File: config.mk
export PLATFORM = sky130hd
export DESIGN_NAME = dma_eot_ctrl
export DESIGN_NICKNAME = d
export VERILOG_FILES = /design/src/rtl/dma_eot_pkg.sv /design/src/rtl/dma_strobe_decode.sv /design/src/rtl/dma_byte_counter.sv /design/src/rtl/dma_stop_arbiter.sv /design/src/rtl/dma_eot_ctrl.sv
export SDC_FILE = /design/constraint.sdc
export NUM_CORES = 1
export LEC_CHECK = 0
export CELL_PAD_IN_SITES_DETAIL_PLACEMENT = 1
export CELL_PAD_IN_SITES_GLOBAL_PLACEMENT = 1
export CORE_MARGIN = 3
export CORE_UTILIZATION = 35
export CTS_CLUSTER_DIAMETER = 100
export DETAILED_ROUTE_END_ITERATION = 8
export PLACE_DENSITY_LB_ADDON = 0.1
export SKIP_CTS_REPAIR_TIMING = 1
export SLEW_MARGIN = 10
export SYNTH_ARGS = -nofsm -noshare
export SYNTH_HDL_FRONTEND = slang
export SYNTH_SLANG_ARGS = --single-unit
File: constraint.sdc
create_clock -name clk -period 3.55 [get_ports clk]
set_input_delay 0.355 -clock clk [delete_from_list [all_inputs] [get_ports clk]]
set_output_delay 0.355 -clock clk [all_outputs]
set_load 0.03 [all_outputs]
File: src/rtl/dma_eot_pkg.sv
package dma_eot_pkg;

    localparam int CFG_W      = 4;
    localparam int CFG_CNTSTP = 0;
    localparam int CFG_SHTSTP = 1;
    localparam int CFG_ACKONL = 2;
    localparam int CFG_WIDE   = 3;

    typedef enum logic [2:0] {
        CAUSE_NONE  = 3'd0,
        CAUSE_EXT   = 3'd1,
        CAUSE_CNT   = 3'd2,
        CAUSE_SHORT = 3'd3,
        CAUSE_SWOFF = 3'd4
    } eot_cause_e;

    localparam int NUM_CAUSES = 4;

    typedef struct packed {
        logic       active;
        logic       en_prev;
        logic       eot;
        eot_cause_e cause;
        logic       flush;
        logic       commit;
    } ctrl_state_t;

endpackage

File: src/rtl/dma_strobe_decode.sv
module dma_strobe_decode (
    input  logic active,
    input  logic ack_only,
    input  logic dack,
    input  logic rd_stb,
    input  logic wr_stb,
    output logic xfer
);
    logic qual;

    always_comb begin
        if (ack_only) qual = dack;
        else          qual = dack & (rd_stb | wr_stb);
        xfer = active & qual;
    end
endmodule

File: src/rtl/dma_byte_counter.sv
module dma_byte_counter #(
    parameter int CNT_W = 16
) (
    input  logic             clk,
    input  logic             rst_n,
    input  logic             load,
    input  logic [CNT_W-1:0] load_val,
    input  logic             dec,
    input  logic             wide,
    output logic             rem_zero
);
    localparam logic [CNT_W-1:0] STEP_NARROW = CNT_W'(1);
    localparam logic [CNT_W-1:0] STEP_WIDE   = CNT_W'(2);

    logic [CNT_W-1:0] cnt_d, cnt_q, rem, step;

    always_comb begin
        step = wide ? STEP_WIDE : STEP_NARROW;
        rem  = cnt_q;
        if (dec) rem = (cnt_q > step) ? (cnt_q - step) : '0;
        rem_zero = (rem == '0);
        cnt_d = load ? load_val : rem;
    end

    always_ff @(posedge clk or negedge rst_n) begin
        if (!rst_n) cnt_q <= '0;
        else        cnt_q <= cnt_d;
    end

    assert_cnt_no_rise_R4: assert property (@(posedge clk) disable iff (!rst_n)
        !load |=> (cnt_q <= $past(cnt_q)));

    assert_cnt_step_R4: assert property (@(posedge clk) disable iff (!rst_n)
        (!load && !dec) |=> $stable(cnt_q));
endmodule

File: src/rtl/dma_stop_arbiter.sv
module dma_stop_arbiter
    import dma_eot_pkg::*;
(
    input  logic       active,
    input  logic       ext_req,
    input  logic       cnt_req,
    input  logic       short_req,
    input  logic       swoff_req,
    output logic       stop,
    output eot_cause_e cause
);
    logic [NUM_CAUSES-1:0] reqs;

    always_comb begin
        reqs  = {swoff_req, short_req, cnt_req, ext_req};
        cause = CAUSE_NONE;
        for (int i = NUM_CAUSES - 1; i >= 0; i--) begin
            if (active && reqs[i]) cause = eot_cause_e'(i + 1);
        end
        stop = (cause != CAUSE_NONE);
    end
endmodule

File: src/rtl/dma_eot_ctrl.sv
module dma_eot_ctrl
    import dma_eot_pkg::*;
#(
    parameter int CNT_W = 16
) (
    input  logic             clk,
    input  logic             rst_n,
    input  logic             dma_en,
    input  logic [3:0]       cfg_mode,
    input  logic [CNT_W-1:0] xfer_len,
    input  logic             ext_eot,
    input  logic             dack,
    input  logic             rd_stb,
    input  logic             wr_stb,
    input  logic             ep_in,
    input  logic             short_pkt,
    input  logic             eot_clr,
    output logic             dreq,
    output logic             fifo_stb,
    output logic             fifo_flush,
    output logic             pkt_commit,
    output logic             eot_status,
    output logic [2:0]       eot_cause
);
    ctrl_state_t st_d, st_q;
    logic        start, xfer, rem_zero, stop;
    eot_cause_e  stop_cause;

    dma_strobe_decode u_decode (
        .active   (st_q.active),
        .ack_only (cfg_mode[CFG_ACKONL]),
        .dack     (dack),
        .rd_stb   (rd_stb),
        .wr_stb   (wr_stb),
        .xfer     (xfer)
    );

    dma_byte_counter #(.CNT_W(CNT_W)) u_counter (
        .clk      (clk),
        .rst_n    (rst_n),
        .load     (start),
        .load_val (xfer_len),
        .dec      (xfer),
        .wide     (cfg_mode[CFG_WIDE]),
        .rem_zero (rem_zero)
    );

    dma_stop_arbiter u_arb (
        .active    (st_q.active),
        .ext_req   (ext_eot),
        .cnt_req   (cfg_mode[CFG_CNTSTP] & rem_zero),
        .short_req (short_pkt & ~ep_in & cfg_mode[CFG_SHTSTP]),
        .swoff_req (~dma_en),
        .stop      (stop),
        .cause     (stop_cause)
    );

    always_comb begin
        start        = dma_en & ~st_q.en_prev & ~st_q.active;
        st_d         = st_q;
        st_d.en_prev = dma_en;
        st_d.flush   = 1'b0;
        st_d.commit  = 1'b0;
        if (start) st_d.active = 1'b1;
        if (eot_clr) begin
            st_d.eot   = 1'b0;
            st_d.cause = CAUSE_NONE;
        end
        if (stop) begin
            st_d.active = 1'b0;
            st_d.eot    = 1'b1;
            st_d.cause  = stop_cause;
            st_d.flush  = (stop_cause == CAUSE_EXT) & ~ep_in;
            st_d.commit = (stop_cause == CAUSE_EXT) &  ep_in;
        end
    end

    always_ff @(posedge clk or negedge rst_n) begin
        if (!rst_n) st_q <= '0;
        else        st_q <= st_d;
    end

    assign dreq       = st_q.active;
    assign fifo_stb   = xfer;
    assign fifo_flush = st_q.flush;
    assign pkt_commit = st_q.commit;
    assign eot_status = st_q.eot;
    assign eot_cause  = st_q.cause;

    assert_dreq_drop_R9: assert property (@(posedge clk) disable iff (!rst_n)
        (dreq && stop) |=> (!dreq && eot_status));

    assert_fifo_action_R7: assert property (@(posedge clk) disable iff (!rst_n)
        (fifo_flush || pkt_commit) |-> ($fell(dreq) && !(fifo_flush && pkt_commit)));

    assert_start_edge_R11: assert property (@(posedge clk) disable iff (!rst_n)
        $rose(dreq) |-> $past(dma_en));

    assert_strobe_gate_R3: assert property (@(posedge clk) disable iff (!rst_n)
        fifo_stb |-> (dreq && dack));

    assert_cause_status_R10: assert property (@(posedge clk) disable iff (!rst_n)
        (eot_cause != 3'd0) |-> eot_status);
endmodule

==> impl_metrics.tcl <==
set metrics [dict create \
    cts_buffers 3 \
    post-place-cells 268 \
    clk_pin_slew_ns 0.09 \
    crit_buf_inv 3 \
    drt-total-wl_microns 4980 \
    grt_max_degree 25 \
    gp_congestion 0.830 \
    overflow 0 \
    peakVddDrop_uv 167 \
    reg2reg_depth 8 \
    drc_errors 0 \
    powerDensity_nw_per_um2 464 \
    cp_max_fo 6 \
    place_area_sq_um 2040 \
    final_common_cell "clkdlybuf4s50_1" \
    core_sq_um 4410 \
    synth_warnings 0 \
    clk_path_buf_depth 2 \
    ant_nets 0 \
    wire_per_inst_microns 18.3 \
    clkSinkCount 24 \
    dpl.hpwl_microns 3750 \
    end_kind "flip-flop" \
    rows 24 \
    final_design_area_no_fill_sq_um 2100 \
    worst-endpoint-required_ns 3.71 \
    fill_cells 511 \
    path_delay_family "simple AND/OR/NAND/NOR gates" \
    tritoncts "yes" \
    antenna_found_initial 0 \
    grt_pass1_wl_microns 8130 \
    most-common-layout-cells "clkdlybuf4s50_1, nand2_1, dfrtp_1" \
    finalCritPeriodShare_pct 84.3 \
    arrival_ns 3.15 \
    synth.avg_cell_area_sq_um 8.74 \
    dieArea_sq_um 5500 \
    port_buffers 37 \
    cp_cell_sequence "clkdlybuf4s50_1 -> inv_1 -> ha_1 -> fa_1 -> a21oi_1 -> or4b_2 -> nor4_1 -> buf_4 -> and3_1 -> a41o_1 -> or4_1" \
    start_kind "input pin" \
    syn_nets 219 \
    multi_input_area_sq_um 938 \
    max_freq_ghz 0.334 \
    synth_area_sq_um 1630 \
    p_leak_uw 0.000844 \
    grt.total_usage_pct 19.6 \
    first_pass_iters 4 \
    vias_per_cell 5.77 \
    ios 38 \
    setup_tns_ns 0 \
    finalSetupViolations 0 \
    synth-main-ff-cell "dfrtp_1" \
    slew_viol_final 0 \
    ys_ff_latch 24 \
    syn_to_final_growth_pct 29.4 \
    outcome "finished, final reports clean" \
    fin_nets 254 \
    worstReg2RegStart "dreq$_DFFE_PN0P_" \
    hold_violations 0 \
    die_w_microns 74.2 \
    clock_skew_ns 0.00401 \
    reg2reg_to "eot_status$_DFFE_PN0P_" \
    vias 1570 \
    holdWs_ns 0.0518 \
    relSlewSlack_pct 35.8 \
    r2r_setup_slack_ns 0.73 \
    max_stage_delay_ns 0.52 \
    path_class "in2reg" \
    syn_inst 186 \
    num_antenna_cells 0 \
    seq_area_sq_um 601 \
    cp.depth 11 \
    period_needed_ns 2.99 \
    async_flop_share_pct 100 \
    synth_edf_count 0 \
    cts_root_buf "clkbuf_8" \
    yosysUniqueCellTypes 52 \
    place_ws_ns 0.283 \
    final.setup.worst_slack_ns 0.559 \
    grt_pass1_vias 1661 \
    maxCapViolations 0 \
    ys_seq_area_share_pct 36.9 \
    initial_core_util_pct 36.8 \
    drt_iter0_drc 42 \
    crit_path_top_delay_cell "clkdlybuf4s50_1" \
    rsz0062_at_grt "false" \
    layout-drive-gt1-share_pct 9.09 \
    htree_num_levels 1 \
    critPathCapture "eot_status$_DFFE_PN0P_" \
    tightest_slew_ns 0.960 \
    worstHoldPathType "in2async" \
    clk_latency_ns 0.28 \
    finalNonFillerCells 272 \
    die_h_microns 74.2 \
    critical_path.startpoint "cfg_mode[3]" \
]
## stage by stage
stage	utilization [%]	total power (uW)
after CTS	47.8	982
after global routing	47.7	1040
after global placement	46.2	707
after detailed placement	46.2	724
final	47.7	976
after floorplan	-	603
## cell type report
class	count	share of cell area, %
flip-flops and latches	24	28.5
clock inverters	1	1.43
clock buffers	3	1.96
inverters	7	1.25
multi-input cells	143	44.6
well taps	52	3.09
repair buffers	42	19.1
## sequential cells by signal (all words and copies together), names as in the netlist
signal / cells
eot_cause: 3
fifo_flush: 1
eot_status: 1
pkt_commit: 1
dreq: 1
st_q: 1
u_counter.cnt_q: 16
## synth_stat cells (all sizes together) (4+ instances only)
cell | n | area, sq um
o21ai | 15 | 75.1
clkbuf | 7 | 27.5
nor4 | 5 | 31.3
nand2 | 28 | 105
xor2 | 7 | 61.3
nand2b | 6 | 37.5
nor2 | 10 | 45.0
buf | 5 | 38.8
nand4 | 5 | 31.3
a21oi | 4 | 20.0
xnor2 | 6 | 52.6
o31ai | 7 | 52.6
or4 | 4 | 33.8
inv | 7 | 26.3
nor3 | 4 | 25.0
dfrtp | 24 | 601
and3 | 6 | 37.5
## power by group
part | leakage [uW] | total, uW | switching (uW) | internal [uW]
Sequential | 0.000300 | 398 | 76.0 | 322
Clock | 0.0000357 | 250 | 98.9 | 151
Combinational | 0.000508 | 328 | 175 | 153
## worst min-delay path by stage
stage / end / depth (start not counted)
after floorplan: dreq$_DFFE_PN0P_ / 0
after global placement: eot_cause[2]$_DFFE_PN0P_ / 2
after detailed placement: u_counter.cnt_q[10]$_DFF_PN0_ / 2
after CTS: st_q[6]$_DFF_PN0_ / 1
after global routing: u_counter.cnt_q[2]$_DFF_PN0_ / 1
final: u_counter.cnt_q[2]$_DFF_PN0_ / 1
## metal layers
layer / track usage (%) / wire length [microns] / vias up
met1: 24.3 / 2200 / 778
met2: 34.0 / 2490 / 39
met4: 8.65 / 100 / 0
met5: 0 / 0 / -
met3: 2.57 / 193 / 9
li1: - / - / 744
## cells by family (layout without fill, tap and decap cells)
family          count (synthesis)  after routing  synth area share, %
compound gates                 40             40                 17.8
xor+xnor                       13             13                 7.00
fa+ha+maj                       3              3                 2.77
buf+inv                        19             53                 5.69
flops                          24             24                 36.9
mux                             1              1                0.615
simple gates                   86             86                 29.2
Note: power is estimated with default switching activity, not from simulation.
